`src/rtl/hmac_pkg.sv`:
```
package hmac_pkg;
  // Operation codes; the values are fixed by the instruction decoder.
  typedef enum logic [3:0] {
    OP_MAC  = 4'h8,
    OP_WMUL = 4'h9,
    OP_MUL  = 4'hB
  } hmac_op_e;
endpackage

```
`src/rtl/hmac_half_sel.sv`:
```
module hmac_half_sel #(
  parameter int DATA_W = 32
) (
  input  logic [DATA_W-1:0]   word_in,
  input  logic                pick_hi,
  output logic [DATA_W/2-1:0] half_out
);
  localparam int HALF_W = DATA_W / 2;

  always_comb begin
    if (pick_hi) half_out = word_in[DATA_W-1:HALF_W];
    else         half_out = word_in[HALF_W-1:0];
  end
endmodule

```
`src/rtl/hmac_mult.sv`:
```
module hmac_mult #(
  parameter int DATA_W = 32
) (
  input  logic [DATA_W-1:0]   a_word,
  input  logic [DATA_W/2-1:0] a_half,
  input  logic [DATA_W/2-1:0] b_half,
  input  logic                word_mode,
  output logic [DATA_W-1:0]   prod
);
  localparam int HALF_W = DATA_W / 2;
  localparam int PROD_W = DATA_W + HALF_W;

  logic [DATA_W-1:0] a_ext;
  logic [PROD_W-1:0] a_wide;
  logic [PROD_W-1:0] b_wide;
  logic [PROD_W-1:0] full_prod;

  // One shared multiplier: the first operand is either the whole word or
  // the sign-extended half. Both operands are widened to the exact product
  // width, so a modulo multiply yields the signed product.
  always_comb begin
    if (word_mode) a_ext = a_word;
    else           a_ext = {{HALF_W{a_half[HALF_W-1]}}, a_half};
    a_wide    = {{HALF_W{a_ext[DATA_W-1]}}, a_ext};
    b_wide    = {{DATA_W{b_half[HALF_W-1]}}, b_half};
    full_prod = a_wide * b_wide;
    if (word_mode) prod = full_prod[PROD_W-1:HALF_W];
    else           prod = full_prod[DATA_W-1:0];
  end
endmodule

```
`src/rtl/hmac_accum.sv`:
```
module hmac_accum #(
  parameter int DATA_W = 32
) (
  input  logic [DATA_W-1:0] prod,
  input  logic [DATA_W-1:0] acc,
  input  logic              acc_en,
  output logic [DATA_W-1:0] sum,
  output logic              ovf
);
  localparam int MSB = DATA_W - 1;

  logic [DATA_W-1:0] raw_sum;

  always_comb begin
    raw_sum = prod + acc;
    if (acc_en) begin
      sum = raw_sum;
      ovf = (prod[MSB] == acc[MSB]) && (raw_sum[MSB] != prod[MSB]);
    end else begin
      sum = prod;
      ovf = 1'b0;
    end
  end
endmodule

```
`src/rtl/hmac_unit.sv`:
```
module hmac_unit #(
  parameter int DATA_W  = 32,
  parameter bit REG_OUT = 1'b1
) (
  input  logic              clk,
  input  logic              rst_n,
  input  logic              in_valid,
  input  logic [3:0]        op_code,
  input  logic              pos_a,
  input  logic              pos_b,
  input  logic [DATA_W-1:0] src_a,
  input  logic [DATA_W-1:0] src_b,
  input  logic [DATA_W-1:0] acc_in,
  output logic              out_valid,
  output logic [DATA_W-1:0] result,
  output logic              q_flag
);
  import hmac_pkg::*;

  localparam int HALF_W = DATA_W / 2;

  logic              is_mac;
  logic              is_word;
  logic              is_legal;
  logic              load;
  logic [HALF_W-1:0] half_a;
  logic [HALF_W-1:0] half_b;
  logic [DATA_W-1:0] prod;
  logic [DATA_W-1:0] sum;
  logic              ovf;

  // Operation decode
  always_comb begin
    is_mac   = (op_code == OP_MAC);
    is_word  = (op_code == OP_WMUL);
    is_legal = is_mac || is_word || (op_code == OP_MUL);
    load     = in_valid && is_legal;
  end

  hmac_half_sel #(.DATA_W(DATA_W)) u_sel_a (
    .word_in (src_a),
    .pick_hi (pos_a),
    .half_out(half_a)
  );

  hmac_half_sel #(.DATA_W(DATA_W)) u_sel_b (
    .word_in (src_b),
    .pick_hi (pos_b),
    .half_out(half_b)
  );

  hmac_mult #(.DATA_W(DATA_W)) u_mult (
    .a_word   (src_a),
    .a_half   (half_a),
    .b_half   (half_b),
    .word_mode(is_word),
    .prod     (prod)
  );

  hmac_accum #(.DATA_W(DATA_W)) u_accum (
    .prod  (prod),
    .acc   (acc_in),
    .acc_en(is_mac),
    .sum   (sum),
    .ovf   (ovf)
  );

  generate
    if (REG_OUT) begin : g_reg
      logic [DATA_W-1:0] res_d, res_q;
      logic              q_d, q_q;
      logic              vld_q;

      // Next state: clock enable on a legal, valid operation
      always_comb begin
        res_d = res_q;
        q_d   = q_q;
        if (load) begin
          res_d = sum;
          q_d   = ovf;
        end
      end

      always_ff @(posedge clk or negedge rst_n) begin
        if (!rst_n) begin
          res_q <= '0;
          q_q   <= 1'b0;
          vld_q <= 1'b0;
        end else begin
          res_q <= res_d;
          q_q   <= q_d;
          vld_q <= load;
        end
      end

      assign result    = res_q;
      assign q_flag    = q_q;
      assign out_valid = vld_q;
    end else begin : g_comb
      assign result    = sum;
      assign q_flag    = ovf && load;
      assign out_valid = load;
    end
  endgenerate
endmodule

```
`config.mk`:
```
export PLATFORM = sky130hd
export DESIGN_NAME = hmac_unit
export DESIGN_NICKNAME = d
export VERILOG_FILES = /design/src/rtl/hmac_pkg.sv /design/src/rtl/hmac_half_sel.sv /design/src/rtl/hmac_mult.sv /design/src/rtl/hmac_accum.sv /design/src/rtl/hmac_unit.sv
export SDC_FILE = /design/constraint.sdc
export NUM_CORES = 2
export LEC_CHECK = 0
export ABC_AREA = 1
export ABC_CLOCK_PERIOD_IN_PS = 800
export BUFFER_PORTS_ARGS = -buffer_cell sky130_fd_sc_hd__buf_2
export CAP_MARGIN = 10
export CELL_PAD_IN_SITES_DETAIL_PLACEMENT = 0
export CELL_PAD_IN_SITES_GLOBAL_PLACEMENT = 1
export CORE_ASPECT_RATIO = 1.1
export CORE_MARGIN = 2
export CORE_UTILIZATION = 43
export CTS_BUF_LIST = sky130_fd_sc_hd__clkbuf_4 sky130_fd_sc_hd__clkbuf_8
export CTS_CLUSTER_SIZE = 25
export DETAILED_ROUTE_END_ITERATION = 8
export PLACE_DENSITY_LB_ADDON = 0.1
export SETUP_SLACK_MARGIN = 0.3
export SLEW_MARGIN = 20
export SYNTH_ARGS = -nofsm -noshare
export SYNTH_HDL_FRONTEND = slang
export SYNTH_HIERARCHICAL = 1
export SYNTH_SLANG_ARGS = --single-unit
```
`constraint.sdc`:
```
create_clock -name clk -period 0.8 [get_ports clk]
set_clock_uncertainty 0.2 [all_clocks]
set_input_delay 0.04 -clock clk [delete_from_list [all_inputs] [get_ports clk]]
set_output_delay 0.04 -clock clk [all_outputs]
set_load 0.05 [all_outputs]
```
# Yosys cells after proc, flatten, opt, wreduce, memory -nomap -nowiden
# Index checks and enable logic that the tools add are counted.
# W data, S select, Z words.
[classes] add_sub_neg=1 n_mul=1 eq_ne=5 muxes=6 n_reduce_logical=4
[op_table] operator="$mux W32" n=3
[op_table] operator="$mul A32 B16 Y48" n=1
[op_table] operator="$add A32 B32 Y32" n=1
[op_table] operator="$mux W16" n=2
[op_table] operator="$eq A4 B4 Y1 const B" n=3
[op_table] operator="$logic_and A1 B1 Y1" n=2
[op_table] operator="$logic_or A1 B1 Y1" n=2
[op_table] operator="$eq A1 B1 Y1" n=1
[op_table] operator="$mux W1" n=1
[op_table] operator="$ne A1 B1 Y1" n=1
[word_totals] ff_bits=34 word_cells=20

# Longest topological paths before layout
[depth] word_depth=8 ltp_mapped=50 ltp_nobuf=49

# Cells and area by module
# The synthesis kept the hierarchy.
[modules_own_cells] module="hmac_mult" n_inst=1 cells_per_inst=2698 area_per_inst_um2=19929.1 seq_area_each_um2=0.0
[modules_own_cells] module="hmac_accum" n_inst=1 cells_per_inst=607 area_per_inst_um2=2870.3 seq_area_each_um2=0.0
[modules_own_cells] module="hmac_unit" n_inst=1 cells_per_inst=156 area_per_inst_um2=1473.9 seq_area_each_um2=850.8
[modules_own_cells] module="hmac_half_sel" n_inst=2 cells_per_inst=52 area_per_inst_um2=244.0 seq_area_each_um2=0.0

# Least setup slack after synthesis
# OpenSTA, ideal clock, no wires.
[synth_path] kind="input to register" start="input op_code[3]" end="register g_reg.res_q[16], in the netlist result[16]" t_arrival_ns=6.998 t_required_ns=0.535 setup_slack_ns=-6.463 stages=45 n_path_buf=2 cell_sequence="inv_1 -> nor2_8 -> nand2_1 -> nor2_1 -> inv_2 -> buf_2 -> or2_2 -> o21ai_1 -> buf_2 -> nor2_1 -> fa_1 -> inv_1 -> fa_1 -> fa_1 -> fa_1 -> inv_1 -> fa_1 -> inv_1 -> (+9 left out) -> or2_1 -> nand3_1 -> o21ai_1 -> ha_1 -> inv_1 -> fa_1 -> inv_1 -> nand3_1 -> nand3_1 -> nand2_1 -> nand2_2 -> nand2_1 -> nand2_1 -> xor2_1 -> nand2_1 -> nand2_1 -> nand4_1 -> nand2_1"
[synth_between] elab_chain_cells=6
[synth_rtl] element="start, declared" line_no="hmac_unit.sv:8" rtl="input logic [3:0] op_code,"
[synth_rtl] element="$eq A4 B4 Y1 (*)" line_no="hmac_unit.sv:35" rtl="is_word = (op_code == OP_WMUL);"
[synth_rtl] element="named net is_word" line_no="hmac_unit.sv:23" rtl="logic is_word;"
[synth_rtl] element="$mux W32" line_no="hmac_mult.sv:22" rtl="if (word_mode) a_ext = a_word;"
[synth_rtl] element="$mul A32 B16 Y48" line_no="hmac_mult.sv:26" rtl="full_prod = a_wide * b_wide;"
[synth_rtl] element="$mux W32 (*)" line_no="hmac_mult.sv:27" rtl="if (word_mode) prod = full_prod[PROD_W-1:HALF_W];"
[synth_rtl] element="named net prod[0]" line_no="hmac_unit.sv:28" rtl="logic [DATA_W-1:0] prod;"
[synth_rtl] element="$add A32 B32 Y32 (*)" line_no="hmac_accum.sv:15" rtl="raw_sum = prod + acc;"
[synth_rtl] element="$mux W32 (*)" line_no="hmac_accum.sv:16" rtl="if (acc_en) begin"
[synth_rtl] element="named net sum[16]" line_no="hmac_unit.sv:29" rtl="logic [DATA_W-1:0] sum;"
[synth_rtl] element="end signal, assigned" line_no="hmac_unit.sv:90" rtl="res_q <= res_d;"
[synth_rtl] element="end, declared" line_no="hmac_unit.sv:70" rtl="logic [DATA_W-1:0] res_d, res_q;"
# The timed path passes the listed nets; every way through them passes the cells marked *.
# A chain may end at the register's enable or synchronous reset.

# Worst setup path in the final report
[layout_path] start="input op_code[3]" end="register g_reg.res_q[18], in the netlist result[18]"
# The elaborated chain is that of the path after synthesis.

==> run metrics <==
commonest non-fill, non-tap cells in the layout nand2_1, inv_1, buf_4; Crit path top cell by count nand2_2; Port Buffers 138; mean routed wirelength per cell 19.87 µm; Overflow after GRT 0; synth warn 6; Placement Cell Area 31480 µm²; routed wire length 99680 µm; Worst-Skew Late Latency 0.31 ns; largest delay contributor family on the critical path adder cells; Layout area overhead 39.62%; startpoint types input port; CP endpoint kind flop; die area 59520 µm²; mapped cell area 24760 µm²; post-synthesis sequential area ratio 0.03436; synth unique cells 42; Syn Nets 4302; M1 GR Usage 0.4675; worst slew pin tran 0.5441 ns; first-pass GRT wire length 155100 µm; Final Hold Viols 34; top_reg_cell synth dfrtp_1; CTS buffer count 5; Max Freq 0.1294 GHz; crit share post-route 9.661; Vias 25.20k; cells after synthesis 3565; Worst R2R Path Depth 2; status complete, but fails checks; Die X 232.8 µm; Total Routing Usage GR 0.3462; layout cells sized above 1 0.3393; Critical Path Fanout Max 6; # IOs 139; most common cell after layout, fill and taps aside nand2_1; crit-path max cell delay 0.69 ns; failing checks hold timing, setup timing; global route hottest layer met2; Required @ worst endpoint 0.80 ns; Fin Hold WS -0.5264 ns; Inst Count DP 4892; Syn Area/Cell 6.946 µm²; met2 Use GR 0.5584; DIE HEIGHT 255.7 µm; Final Cell Area 34570 µm²; Rows 92; hpwl dp 86270 µm; CTS Buffer Depth 2; final worst slack -6.928 ns; GP Congestion 1.016; final non-filler cell total 5016; Worst Hold Class in -> async; DR pass1 iterations 6; worst path buffer plus inverter count 14; Slew Limit Fails 0; H-Tree Depth 2; # fillers 5332; setup repair after global routing missed its margin yes; number of cells on the critical path 48; initial antenna violation count 8; DRT antenna net count 0; final net count 4998; synthesized flop and latch total 34; TritonCTS clock tree built; clock transition at the registers of the reported paths 0.09 ns; CP max-delay cell fa_2; GR Util met3 0.06049; post-route DRC violation count 0; number of max-cap violations 0; Worst Path Arrival 7.73 ns; Initial Utilization 0.4337; Final setup viols 68; Root Buffer clkbuf_8; Post-synth EDFFs 0; Placeable Area 57090 µm²; Crit Path Category in -> reg; Final min period 7.728 ns; vias per inst 5.024; vias in the first global route 26.88k; Rel. slew slack 0.6369; largest net degree at the start of global routing 37; clk sinks 34; initial drt markers 1736; post-synthesis async set-or-reset flop share 1.000
==> synth_stat cells (11+ instances only) <==
cell type / count / area, µm²
nand2_1: 1120 / 4204
inv_1: 836 / 3138
fa_1: 487 / 9749
nor2_1: 334 / 1254
ha_1: 145 / 1814
nand3_1: 131 / 655.6
nand2_2: 54 / 337.8
nand4_1: 53 / 331.6
clkbuf_1: 46 / 172.7
a21oi_1: 44 / 220.2
inv_2: 35 / 131.4
dfrtp_1: 34 / 850.8
buf_2: 23 / 115.1
nor2_2: 23 / 143.9
or2_2: 22 / 137.6
nand3b_1: 19 / 142.6
nand3_2: 14 / 140.1
xnor2_1: 14 / 122.6
a21oi_4: 11 / 178.9
o21ai_0: 11 / 55.05
o21ai_1: 11 / 55.05
==> final cells by class <==
class / instances / area [µm²] / share of cell area
Multi-Input combinational cell: 2558 / 22620 / 0.6544
Timing Repair Buffer: 780 / 6608 / 0.1911
Inverter: 880 / 3390 / 0.09805
Tap cell: 752 / 940.9 / 0.02722
Sequential cell: 34 / 892.1 / 0.02581
Clock buffer: 6 / 82.58 / 0.002389
Timing Repair inverter: 2 / 18.77 / 0.0005429
Clock inverter: 2 / 12.51 / 0.0003619
Antenna cell: 2 / 5.005 / 0.0001448
==> registers in the layout, indices dropped and copies added (netlist names) <==
signal and flops:
result 32, out_valid 1, q_flag 1
==> final timing paths <==
kind,endpoint,start,slack (ns)
max,result[18],op_code[3],-6.93
min,result[0],rst_n,-0.53
max reg2reg,result[29],result[29],-0.17
min reg2reg,result[10],result[10],0.30
max in group asynchronous,result[26],rst_n,0.68
min in group clk,result[7],in_valid,0.02
==> logic make-up (layout without fill, tap and decap cells) <==
group | count (synthesis) | in the layout | share of synthesized area
AOI/OAI and AO/OA | 99 | 99 | 0.02794
xor gates and xnor gates | 23 | 23 | 0.008136
adders and majority gates | 632 | 632 | 0.4670
buffers and inverters | 973 | 1670 | 0.1542
DFF | 34 | 34 | 0.03436
other | 0 | 2 | 0
and+or+nand+nor | 1804 | 1804 | 0.3084
==> routing by layer <==
layer  share of wire  routed length (µm)
met1            0.43               42900
met2            0.46               45970
met3           0.065                6494
met4           0.043                4277
met5         0.00037                  37
==> metrics by stage <==
stage	setup slack, ns	util	hold slack, ns	TNS, ns
after global routing	-7.190	0.6054	-0.5181	-241.72
after global placement	-7.705	0.5513	-0.1855	-245.58
after CTS	-6.843	0.5992	-0.5189	-228.94
final	-6.928	0.6055	-0.5264	-231.70
after floorplan	-6.114	-	-0.4556	-197.00
after detailed placement	-7.767	0.5513	-0.1631	-247.95
==> worst reg2reg max path, cell delays in order, from the launching register on <==
cell and delay (ns):
dfrtp_2 0.51, nand2_1 0.11, nand2_1 0.05
==> repair_timing <==
action                     4_1_cts  5_1_grt
pin swaps                      143       48
cloned                           5        0
gates resized for setup        503       58
setup buffers                   93       16
hold endpoints to repair        36       34
setup endpoints to repair       68       68
Power is not shown: default switching activity piles up to over one toggle a cycle in this logic, so the estimate is an artifact.
